--- src/rtl/tach_pkg.sv ---
// Shared types and helpers for the tachometer counter.
// Assumes four-bit BCD decades and a two-bit cylinder code.
package tach_pkg;
    localparam int BCD_W  = 4;
    localparam int MULT_W = 7;

    typedef logic [BCD_W-1:0] bcd_t;

    // Multiplier reported for each cylinder code; unused code reports 0.
    function automatic logic [MULT_W-1:0] mult_for(input logic [1:0] code);
        case (code)
            2'd0:    mult_for = MULT_W'(90);
            2'd1:    mult_for = MULT_W'(60);
            2'd2:    mult_for = MULT_W'(45);
            default: mult_for = '0;
        endcase
    endfunction
endpackage

--- src/rtl/tach_edge_sync.sv ---
// Synchronises an asynchronous pulse into clk and flags its rising edge.
// Assumes the pulse stays high and low for at least one clock each.
module tach_edge_sync #(
    parameter int STAGES = 2
) (
    input  logic clk,
    input  logic rst_n,
    input  logic din,
    output logic rise
);
    logic [STAGES:0] sh_q;

    // Shift the input through the sync chain plus one history flop.
    always_ff @(posedge clk) begin
        if (!rst_n) sh_q <= '0;
        else        sh_q <= {sh_q[STAGES-1:0], din};
    end

    assign rise = sh_q[STAGES-1] & ~sh_q[STAGES];
endmodule

--- src/rtl/tach_gate_timer.sv ---
// Counts the gate interval in clock cycles and flags its final cycle.
// Assumes CYCLES >= 2; an abort restarts the interval from zero.
module tach_gate_timer #(
    parameter int CYCLES = 1_000_000
) (
    input  logic clk,
    input  logic rst_n,
    input  logic abort,
    output logic gate_end
);
    localparam int GW = (CYCLES > 1) ? $clog2(CYCLES) : 1;
    localparam logic [GW-1:0] LAST = GW'(CYCLES - 1);

    logic [GW-1:0] cnt_q;

    assign gate_end = (cnt_q == LAST);

    // Advance the gate position, wrapping at the end or on abort.
    always_ff @(posedge clk) begin
        if (!rst_n)                cnt_q <= '0;
        else if (abort | gate_end) cnt_q <= '0;
        else                       cnt_q <= cnt_q + 1'b1;
    end
endmodule

--- src/rtl/tach_prescaler.sv ---
// Optional divide-by-DIV stage ahead of the decade counter.
// Assumes clr takes priority; in bypass every input pulse passes.
module tach_prescaler #(
    parameter int DIV = 10
) (
    input  logic clk,
    input  logic rst_n,
    input  logic clr,
    input  logic bypass,
    input  logic pulse,
    output logic tick
);
    localparam int PW = (DIV > 1) ? $clog2(DIV) : 1;
    localparam logic [PW-1:0] LAST = PW'(DIV - 1);

    logic [PW-1:0] pc_q;

    assign tick = bypass ? pulse : (pulse && pc_q == LAST);

    // Count pulses modulo DIV while the divider is in use.
    always_ff @(posedge clk) begin
        if (!rst_n)                 pc_q <= '0;
        else if (clr)               pc_q <= '0;
        else if (!bypass && pulse)  pc_q <= (pc_q == LAST) ? '0 : pc_q + 1'b1;
    end
endmodule

--- src/rtl/tach_bcd_counter.sv ---
// Cascaded BCD decades; carry_out pulses when all decades wrap together.
// Assumes clr has priority over inc.
module tach_bcd_counter
    import tach_pkg::*;
#(
    parameter int DIGITS = 3
) (
    input  logic                    clk,
    input  logic                    rst_n,
    input  logic                    clr,
    input  logic                    inc,
    output logic [BCD_W*DIGITS-1:0] value,
    output logic                    carry_out
);
    logic [DIGITS:0] cy;

    assign cy[0]     = inc;
    assign carry_out = cy[DIGITS];

    for (genvar i = 0; i < DIGITS; i++) begin : g_dec
        bcd_t d_q;

        assign cy[i+1] = cy[i] & (d_q == bcd_t'(9));
        assign value[i*BCD_W +: BCD_W] = d_q;

        // Step this decade when the carry from below arrives.
        always_ff @(posedge clk) begin
            if (!rst_n)     d_q <= '0;
            else if (clr)   d_q <= '0;
            else if (cy[i]) d_q <= (d_q == bcd_t'(9)) ? '0 : d_q + 1'b1;
        end
    end
endmodule

--- src/rtl/eng_tach_meter.sv ---
// Gated tachometer counter: counts locked, synchronised pulse edges over a
// fixed gate and latches a BCD reading with overflow at each gate end.
// Assumes GATE_CYCLES = clock frequency / 3 and pulse_in already multiplied.
module eng_tach_meter
    import tach_pkg::*;
#(
    parameter int GATE_CYCLES = 1_000_000,
    parameter int DIGITS      = 3,
    parameter int PRESCALE    = 10
) (
    input  logic                    clk,
    input  logic                    rst_n,
    input  logic                    pulse_in,
    input  logic                    lock_in,
    input  logic [1:0]              cyl_sel,
    input  logic                    range_hi,
    output logic [BCD_W*DIGITS-1:0] digits_o,
    output logic                    ovf_o,
    output logic                    valid_o,
    output logic [MULT_W-1:0]       mult_o
);
    localparam int DW = BCD_W * DIGITS;

    logic          rise, accept, tick, gate_end, restart, sel_chg;
    logic          carry, ovf_q;
    logic [2:0]    sel_q;
    logic [DW-1:0] count;

    assign mult_o  = mult_for(cyl_sel);
    assign sel_chg = ({cyl_sel, range_hi} != sel_q);
    assign restart = gate_end | sel_chg;
    assign accept  = rise & lock_in;

    tach_edge_sync #(.STAGES(2)) u_sync (
        .clk(clk), .rst_n(rst_n), .din(pulse_in), .rise(rise)
    );

    tach_gate_timer #(.CYCLES(GATE_CYCLES)) u_gate (
        .clk(clk), .rst_n(rst_n), .abort(sel_chg), .gate_end(gate_end)
    );

    tach_prescaler #(.DIV(PRESCALE)) u_pre (
        .clk(clk), .rst_n(rst_n), .clr(restart), .bypass(~range_hi),
        .pulse(accept), .tick(tick)
    );

    tach_bcd_counter #(.DIGITS(DIGITS)) u_cnt (
        .clk(clk), .rst_n(rst_n), .clr(restart), .inc(tick),
        .value(count), .carry_out(carry)
    );

    // Remember the selection to detect a change mid-gate.
    always_ff @(posedge clk) begin
        if (!rst_n) sel_q <= '0;
        else        sel_q <= {cyl_sel, range_hi};
    end

    // Sticky overflow for the running gate, cleared at every restart.
    always_ff @(posedge clk) begin
        if (!rst_n)       ovf_q <= 1'b0;
        else if (restart) ovf_q <= 1'b0;
        else if (carry)   ovf_q <= 1'b1;
    end

    // Latch the reading at an undisturbed gate end and strobe valid.
    always_ff @(posedge clk) begin
        if (!rst_n) begin
            digits_o <= '0;
            ovf_o    <= 1'b0;
            valid_o  <= 1'b0;
        end else begin
            valid_o <= gate_end & ~sel_chg;
            if (gate_end & ~sel_chg) begin
                digits_o <= count;
                ovf_o    <= ovf_q;
            end
        end
    end
endmodule

--- config.mk ---
export PLATFORM = sky130hd
export DESIGN_NAME = eng_tach_meter
export DESIGN_NICKNAME = d
export VERILOG_FILES = /design/src/rtl/tach_pkg.sv /design/src/rtl/tach_edge_sync.sv /design/src/rtl/tach_gate_timer.sv /design/src/rtl/tach_prescaler.sv /design/src/rtl/tach_bcd_counter.sv /design/src/rtl/eng_tach_meter.sv
export SDC_FILE = /design/constraint.sdc
export NUM_CORES = 1
export LEC_CHECK = 0
export BUFFER_PORTS_ARGS = -buffer_cell sky130_fd_sc_hd__clkbuf_2
export CORE_UTILIZATION = 60
export CTS_BUF_LIST = sky130_fd_sc_hd__clkbuf_4 sky130_fd_sc_hd__clkbuf_8
export CTS_CLUSTER_DIAMETER = 80
export DETAILED_ROUTE_END_ITERATION = 10
export PLACE_DENSITY = 0.91
export SYNTH_ARGS = -nofsm -noshare
export SYNTH_HDL_FRONTEND = slang
export SYNTH_HIERARCHICAL = 1
export SYNTH_SLANG_ARGS = --single-unit
--- constraint.sdc ---
create_clock -name clk -period 2.33 [get_ports clk]
set_input_delay 0.233 -clock clk [delete_from_list [all_inputs] [get_ports clk]]
set_output_delay 0.233 -clock clk [all_outputs]
set_load 0.02 [all_outputs]
# Word-level counts from Yosys, hierarchy flattened

Cells that the tools add are included.

Bits in registers: 57
Input port bits: 7
Output and inout port bits: 21
Logic and storage cells: 44

Add/sub/neg operators: 5
Equality and inequality tests: 8
Mux-type cells: 6
Bitwise operators: 10
Reductions and logical operators: 4

Operators by type and width:

| kind                    | number |
|---|---|
| $pmux W7 S3             | 1 |
| $add A20 B1 Y20 const B | 1 |
| $eq A20 B20 Y1 const B  | 1 |
| $add A4 B1 Y4 const B   | 4 |
| $eq A4 B4 Y1 const B    | 4 |
| $mux W4                 | 4 |
| $and A1 B1 Y1           | 6 |
| $ne A3 B3 Y1            | 1 |
| $not A1 Y1              | 3 |
| $eq A2 B1 Y1 const B    | 1 |
| $eq A2 B2 Y1 const B    | 1 |
| $logic_and A1 B1 Y1     | 2 |
| $logic_not A2 Y1        | 1 |
| $reduce_or A2 Y1        | 1 |
| $mux W1                 | 1 |
| $or A1 B1 Y1            | 1 |

# Longest topological paths before layout

Gate-level depths: netlist (run 1).

Depth in word-level cells: 8
Gate-level depth with buffers: 9
Gate-level depth less buffers: 9

# Hierarchy

Netlist (run 1), hierarchy kept.

Modules (own cells, without submodules):

| module           | instances | cells each | area an instance (um^2) | sequential area each (um^2) |
|---|---|---|---|---|
| tach_gate_timer  | 1         | 105        | 914.6                   | 400.4 |
| eng_tach_meter   | 1         | 87         | 814.5                   | 360.3 |
| tach_bcd_counter | 1         | 69         | 593.1                   | 240.2 |
| tach_prescaler   | 1         | 24         | 211.5                   | 80.1 |
| tach_edge_sync   | 1         | 7          | 92.6                    | 60.1 |

# Worst setup path after synthesis (run 1)

OpenSTA, ideal clock, no wires.

Path type: reg-to-reg
Start: register u_gate.cnt_q[0]
End: register digits_o[0]
Library setup time: 0.072 ns
Arrival: 1.944 ns
Required time: 2.258 ns
Setup slack: 0.314 ns
Cell stages (with the launch flop): 8
Buffers on the path: 1
Period minus slack after synthesis: 2.016 ns
Cell sequence: dfxtp_1 -> ha_1 -> and3_1 -> nand3_1 -> nor3_1 -> nor4b_4 -> buf_6 -> mux2i_1

Cells in the longest elaborated chain, start to end: 2

RTL lines:

| item                   | line                  | RTL |
|---|---|---|
| from (decl)            | tach_gate_timer.sv:14 | `logic [GW-1:0] cnt_q;` |
| from (signal assigned) | tach_gate_timer.sv:22 | `else cnt_q <= cnt_q + 1'b1;` |
| $eq A20 B20 Y1         | tach_gate_timer.sv:16 | `assign gate_end = (cnt_q == LAST);` |
| via gate_end           | eng_tach_meter.sv:24  | `logic rise, accept, tick, gate_end, restart, sel_chg;` |
| $and A1 B1 Y1          | eng_tach_meter.sv:73  | `if (gate_end & ~sel_chg) begin` |
| to (signal assigned)   | eng_tach_meter.sv:74  | `digits_o <= count;` |
| to (decl)              | eng_tach_meter.sv:17  | `output logic [BCD_W*DIGITS-1:0] digits_o,` |

The timed path passes the listed nets, and every way through them passes these cells.
A chain may end at the register's enable or synchronous reset.

# Worst setup path in the final report (run 1)

Start: register u_gate.cnt_q[0]
End: register digits_o[1]

The elaborated chain is that of the path after synthesis.

==> results of run 1 <==
## layout make-up
class                           instances  area, um^2
Fill cell                             294        1110
Multi-Input combinational cell        213        1390
Inverter                               13        48.8
Timing Repair Buffer                   32         185
Clock inverter                          5        32.5
Clock buffer                           11         139
Tap cell                               50        62.6
Sequential cell                        57        1140
## kinds of logic (layout without fill, tap and decap cells)
| group | after synthesis | after routing | share of synthesized area |
|---|---|---|---|
| and+or+nand+nor | 140 | 140 | 0.295 |
| AOI/OAI and AO/OA | 29 | 29 | 0.0700 |
| buffers and inverters | 22 | 61 | 0.0381 |
| xor gates and xnor gates | 24 | 24 | 0.0800 |
| muxes | 14 | 14 | 0.0534 |
| DFF | 57 | 57 | 0.434 |
| adders and majority gates | 6 | 6 | 0.0286 |
## cell usage after synthesis, drive strengths merged
master / n
dfxtp: 57
nand2: 37
nor2: 30
mux2i: 14
inv: 13
xnor2: 13
a21oi: 12
nand3: 12
xor2: 11
nor2b: 9
o21ai: 9
and2: 8
nor3: 8
or3: 8
nand4: 7
buf: 6
ha: 6
nor4: 5
nor3b: 4
and3: 3
clkbuf: 3
a31o: 2
nand2b: 2
nand3b: 2
o311ai: 2
a31oi: 1
and2b: 1
and4: 1
nand4b: 1
nor4b: 1
o2bb2a: 1
o31a: 1
o31ai: 1
or2: 1
## per-layer routing
layer / GRT usage / vias up / part of all wire
li1: - / 1059 / -
met1: 0.272 / 966 / 0.44
met2: 0.438 / 38 / 0.50
met3: 0.100 / 7 / 0.051
met4: 0.0755 / 0 / 0.0095
met5: 0 / - / 0
## sequential cells by signal, summed over array words and instances, names as in the netlist
register,cells
digits_o,12
ovf_o,1
ovf_q,1
sel_q,3
u_cnt/g_dec.d_q,12
u_gate/cnt_q,20
u_pre/pc_q,4
u_sync/sh_q,3
valid_o,1
## worst max path at each step
stage | from | cells after the start | to | slack (ns)
after floorplan | u_gate/cnt_q[0]$_SDFF_PP0_ | 7 | digits_o[0]$_SDFFE_PN0P_ | 0.31
after global placement | u_gate/cnt_q[0]$_SDFF_PP0_ | 9 | u_cnt/g_dec[2].d_q[3]$_SDFFE_PP0P_ | 0.34
after detailed placement | u_gate/cnt_q[0]$_SDFF_PP0_ | 7 | digits_o[1]$_SDFFE_PN0P_ | 0.17
after CTS | u_gate/cnt_q[0]$_SDFF_PP0_ | 7 | digits_o[1]$_SDFFE_PN0P_ | 0.19
after global routing | u_gate/cnt_q[0]$_SDFF_PP0_ | 9 | u_cnt/g_dec[2].d_q[3]$_SDFFE_PP0P_ | 0.00003
final | u_gate/cnt_q[0]$_SDFF_PP0_ | 7 | digits_o[1]$_SDFFE_PN0P_ | 0.19
## power breakdown
part	switching (mW)	internal, mW	total, mW
clock	0.384	0.405	0.788
sequential	0.00311	0.980	0.983
combinational	0.0539	0.0273	0.0812
## worst max-delay path: cells and delay by family, from the launching register on
family / cells / cell delay (ns)
buffers and inverters: 1 / 0.20
muxes: 1 / 0.20
DFF: 1 / 0.38
and+or+nand+nor: 4 / 1.03
adders and majority gates: 1 / 0.24
==> results.toml, run 1 <==
[status]
status = "completed"

[global_route]
grt_max_degree = 27
grt_pass1_vias = 1930
grt_pass1_wl_um = 8420
grt_usage = 0.249
antenna_found_initial = 0
grt-ovfl-total = 0

[placed_design]
place.gp.congestion = 0.782
dp_hpwl_um = 3460
io_buffers = 27
pre_cts_slack_ns = 0.172
placed_cells = 365
placed_cell_area_um2 = 2830

[cells_and_area]
insertedDiodeCount = 0
drive_gt1_frac = 0.190
final_util = 0.729
final_cells = 381
area_growth_pct = 14.3
final_common_cell = "dfxtp_1"
fin_nets = 339
stdcell_area_um2 = 3000
final_cell_mix = "dfxtp_1, nand2_1, nor2_1"

[worst_setup_path]
setup.worst_path.end_class = "flop"
cp.required_ns = 2.59
r2r_start = "u_gate/cnt_q[0]$_SDFF_PP0_"
timing.rr.end = "digits_o[1]$_SDFFE_PN0P_"
crit_fanout = 14
critPathArrivalTime_ns = 2.40
critPathLaunchType = "flop"
slowest_stage = "dfxtp_1"
rrSetupSlack_ns = 0.19
path_cells = "ha_1, and3_1, nand3_1, nor3_1, nor4b_4, buf_12, mux2i_1"
path_class = "flop to flop"
cp_slowest_stage_delay_ns = 0.38
ff2ff_path_depth = 7

[clock_tree]
clk_latency_ns = 0.33
clk_pin_slew_ns = 0.06
cts_tree = "built"
ctsRootBufferMaster = "clkbuf_8"
cts.sink_count = 57
hold_buffers = 0
cts_resized = 0
post_cts_buffers = 0
htree_levels = 3
cts_buffers = 9
cts_max_path_buffers = 2

[sta]
setup_violations = 0
fin_crit_ns = 2.14
hold_viol_final = 0
holdWs_ns = 0.107
slew_violations = 0
setup_tns_ns = 0
fin_skew_ns = 0.00741
relSlewSlack = 0.625
rsz0062_at_grt = "false"
worst_slew_pin_slew_ns = 0.558
fmax_mhz = 467
finalCritPeriodShare = 0.920
setup_slack_ns = 0.187

[hold_path]
hold_depth = 2
hp-class = "input pin to flop"
worstHoldEndpoint = "u_sync/sh_q[0]$_SDFF_PN0_"
min_from = "pulse_in"

[detailed_routing]
drtAntennaViolNets = 0
drc = 0
wl_um = 5080
wire_per_inst_um = 13.3
dr.first_iter.drc_count = 106
vias_per_cell = 5.43
vias = 2070
first_pass_iters = 4

[power]
peakVddDrop_v = 0.000539
leakagePower_nw = 1.08
powerDensity_nw_per_um2 = 617
p_total_mw = 1.85

[floorplan]
start_util = 0.638
die_area_um2 = 4650
core-area_um2 = 4120
die_w_um = 68.2
io_pins = 28
die_y_um = 68.2
rows = 23

[yosys]
syn_nets = 305
yosysWarnings = 6
yosysTopAreaCellShare = 0.434
ys_seq_elements = 57
synth_cells = 292
avgSynthCellArea_um2 = 8.99
seq_area_frac_synth = 0.434
netlist_area_um2 = 2630
synthDistinctLibCells = 45
yosysTopAreaCell = "dfxtp_1"
synthTopCellsByArea = "dfxtp_1, mux2i_1, nand2_1, xnor2_1, nor2_1"

[flow_run]
maxCapViolCount = 0
No activity file was read; power rests on OpenSTA's default activity.
==> inputs of run 2 (changes only) <==
--- a/config.mk
+++ b/config.mk
@@ -5,7 +5,7 @@
 export SDC_FILE = /design/constraint.sdc
 export NUM_CORES = 1
 export LEC_CHECK = 0
-export BUFFER_PORTS_ARGS = -buffer_cell sky130_fd_sc_hd__clkbuf_2
+export BUFFER_PORTS_ARGS = -buffer_cell sky130_fd_sc_hd__buf_2
 export CORE_UTILIZATION = 60
 export CTS_BUF_LIST = sky130_fd_sc_hd__clkbuf_4 sky130_fd_sc_hd__clkbuf_8
 export CTS_CLUSTER_DIAMETER = 80
==> results.toml, run 2 (synthesis results as in run 1) <==
[cells_and_area]
area_growth_pct = 15.8
final_util = 0.739
largest_register_ff_count = 20
fin_nets = 339
final_common_cell = "dfxtp_1"
stdcell_area_um2 = 3040
top_register = "u_gate/cnt_q"
insertedDiodeCount = 0
final_cell_mix = "dfxtp_1, nand2_1, nor2_1"
final_cells = 381
reg.largest.list = "u_gate/cnt_q: 20 flops, digits_o: 12 flops, u_cnt/g_dec.d_q: 12 flops"
drive_gt1_frac = 0.193

[worst_setup_path]
cp.required_ns = 2.53
worst-path-buf-inv = 1
path_cells = "ha_1, and3_1, nand3_1, nor3_2, or2_2, nand2b_1, inv_1, o311ai_0, o31ai_1"
r2r_start = "u_gate/cnt_q[0]$_SDFF_PP0_"
critPathArrivalTime_ns = 2.36
rrSetupSlack_ns = 0.16
cp_slowest_stage_delay_ns = 0.39
slowest_stage = "dfxtp_1"
crit_family = "simple AND/OR/NAND/NOR gates"
ff2ff_path_depth = 9
path_class = "flop to flop"
critPathLaunchType = "flop"
timing.rr.end = "u_cnt/g_dec[2].d_q[3]$_SDFFE_PP0P_"
crit_fanout = 6
setup.worst_path.end_class = "flop"

[global_route]
grt_pass1_wl_um = 8220
grt_max_degree = 38
grt-ovfl-total = 0
antenna_found_initial = 0
grt_usage = 0.244
grt_pass1_vias = 1923

[sta]
fmax_mhz = 462
finalCritPeriodShare = 0.930
slew_violations = 0
setup_violations = 0
fin_crit_ns = 2.17
holdWs_ns = 0.101
relSlewSlack = 0.585
fin_skew_ns = 0.00624
worst_slew_pin_slew_ns = 0.617
hold_viol_final = 0

[floorplan]
rows = 23
die_w_um = 68.2
start_util = 0.638
die_area_um2 = 4650
core-area_um2 = 4120
io_pins = 28
die_y_um = 68.2

[placed_design]
dp_hpwl_um = 3420
io_buffers = 27
placed_cell_area_um2 = 2820
place.gp.congestion = 0.806
placed_cells = 365

[hold_path]
worstHoldEndpoint = "u_sync/sh_q[0]$_SDFF_PN0_"
hold_depth = 2
min_from = "pulse_in"
hp-class = "input pin to flop"

[power]
peakVddDrop_v = 0.000465
powerDensity_nw_per_um2 = 670
p_total_mw = 2.04
leakagePower_nw = 1.13

[clock_tree]
cts.sink_count = 57
htree_levels = 3
cts_tree = "built"
cts_buffers = 9
clk_pin_slew_ns = 0.06
ctsRootBufferMaster = "clkbuf_8"
clk_latency_ns = 0.33
cts_max_path_buffers = 2

[detailed_routing]
vias = 2123
drtAntennaViolNets = 0
wire_per_inst_um = 13.4
first_pass_iters = 4
dr.first_iter.drc_count = 111
vias_per_cell = 5.57
drc = 0
wl_um = 5120

[status]
status = "completed"

[flow_run]
maxCapViolCount = 0
==> run 2: area by class of cell <==
class                      count  area (um^2)
multi-input combinational    213         1400
clock buffer                  14          180
sequential                    57         1140
tap                           50         62.6
clock inverter                 2         35.0
inverter                      13         48.8
timing repair buffer          32          176
fill                         298         1070
==> run 2: worst max-delay path by stage <==
stage / to / startpoint / cells after the start
3_3_place_gp: digits_o[11]$_SDFFE_PN0P_ / u_gate/cnt_q[0]$_SDFF_PP0_ / 7
5_1_grt: u_cnt/g_dec[2].d_q[3]$_SDFFE_PP0P_ / u_gate/cnt_q[0]$_SDFF_PP0_ / 9
4_1_cts: digits_o[10]$_SDFFE_PN0P_ / u_gate/cnt_q[0]$_SDFF_PP0_ / 7
6_report: u_cnt/g_dec[2].d_q[3]$_SDFFE_PP0P_ / u_gate/cnt_q[0]$_SDFF_PP0_ / 9
3_5_place_dp: digits_o[4]$_SDFFE_PN0P_ / u_gate/cnt_q[0]$_SDFF_PP0_ / 7
2_1_floorplan: digits_o[0]$_SDFFE_PN0P_ / u_gate/cnt_q[0]$_SDFF_PP0_ / 7
==> run 2: power breakdown <==
part	switching (mW)	internal, mW
Sequential	0.00330	0.980
Combinational	0.0529	0.0271
Clock	0.369	0.604
==> run 2: layer usage <==
layer / routed length, um / up-vias / global-route usage
met1: 2280 / 1012 / 0.278
met5: 0 / - / 0
met3: 159 / 10 / 0.0717
li1: - / 1057 / -
met2: 2570 / 44 / 0.409
met4: 109 / 0 / 0.130
==> run 2: worst reg2reg max path, cell delays in order, from the launching register on <==
cell and delay (ns):
dfxtp_1 0.39, ha_1 0.24, and3_1 0.23, nand3_1 0.19, nor3_2 0.27, or2_2 0.16
nand2b_1 0.25, inv_1 0.08, o311ai_0 0.11, o31ai_1 0.12
==> run 2: per-stage QoR <==
step,worst slack (ns),TNS [ns]
after floorplan,0.314,0
after global placement,0.321,0
after detailed placement,0.160,0
after CTS,0.114,0
after global routing,-0.00180,-0.00180
final,0.164,0
==> run 2: timing repair <==
action / CTS / global route
endpoints found under the hold margin: 0 / 0
hold buffers: 0 / 0
gates resized for setup: 0 / 2
buffers inserted: 0 / 0
setup endpoints to repair: 0 / 23
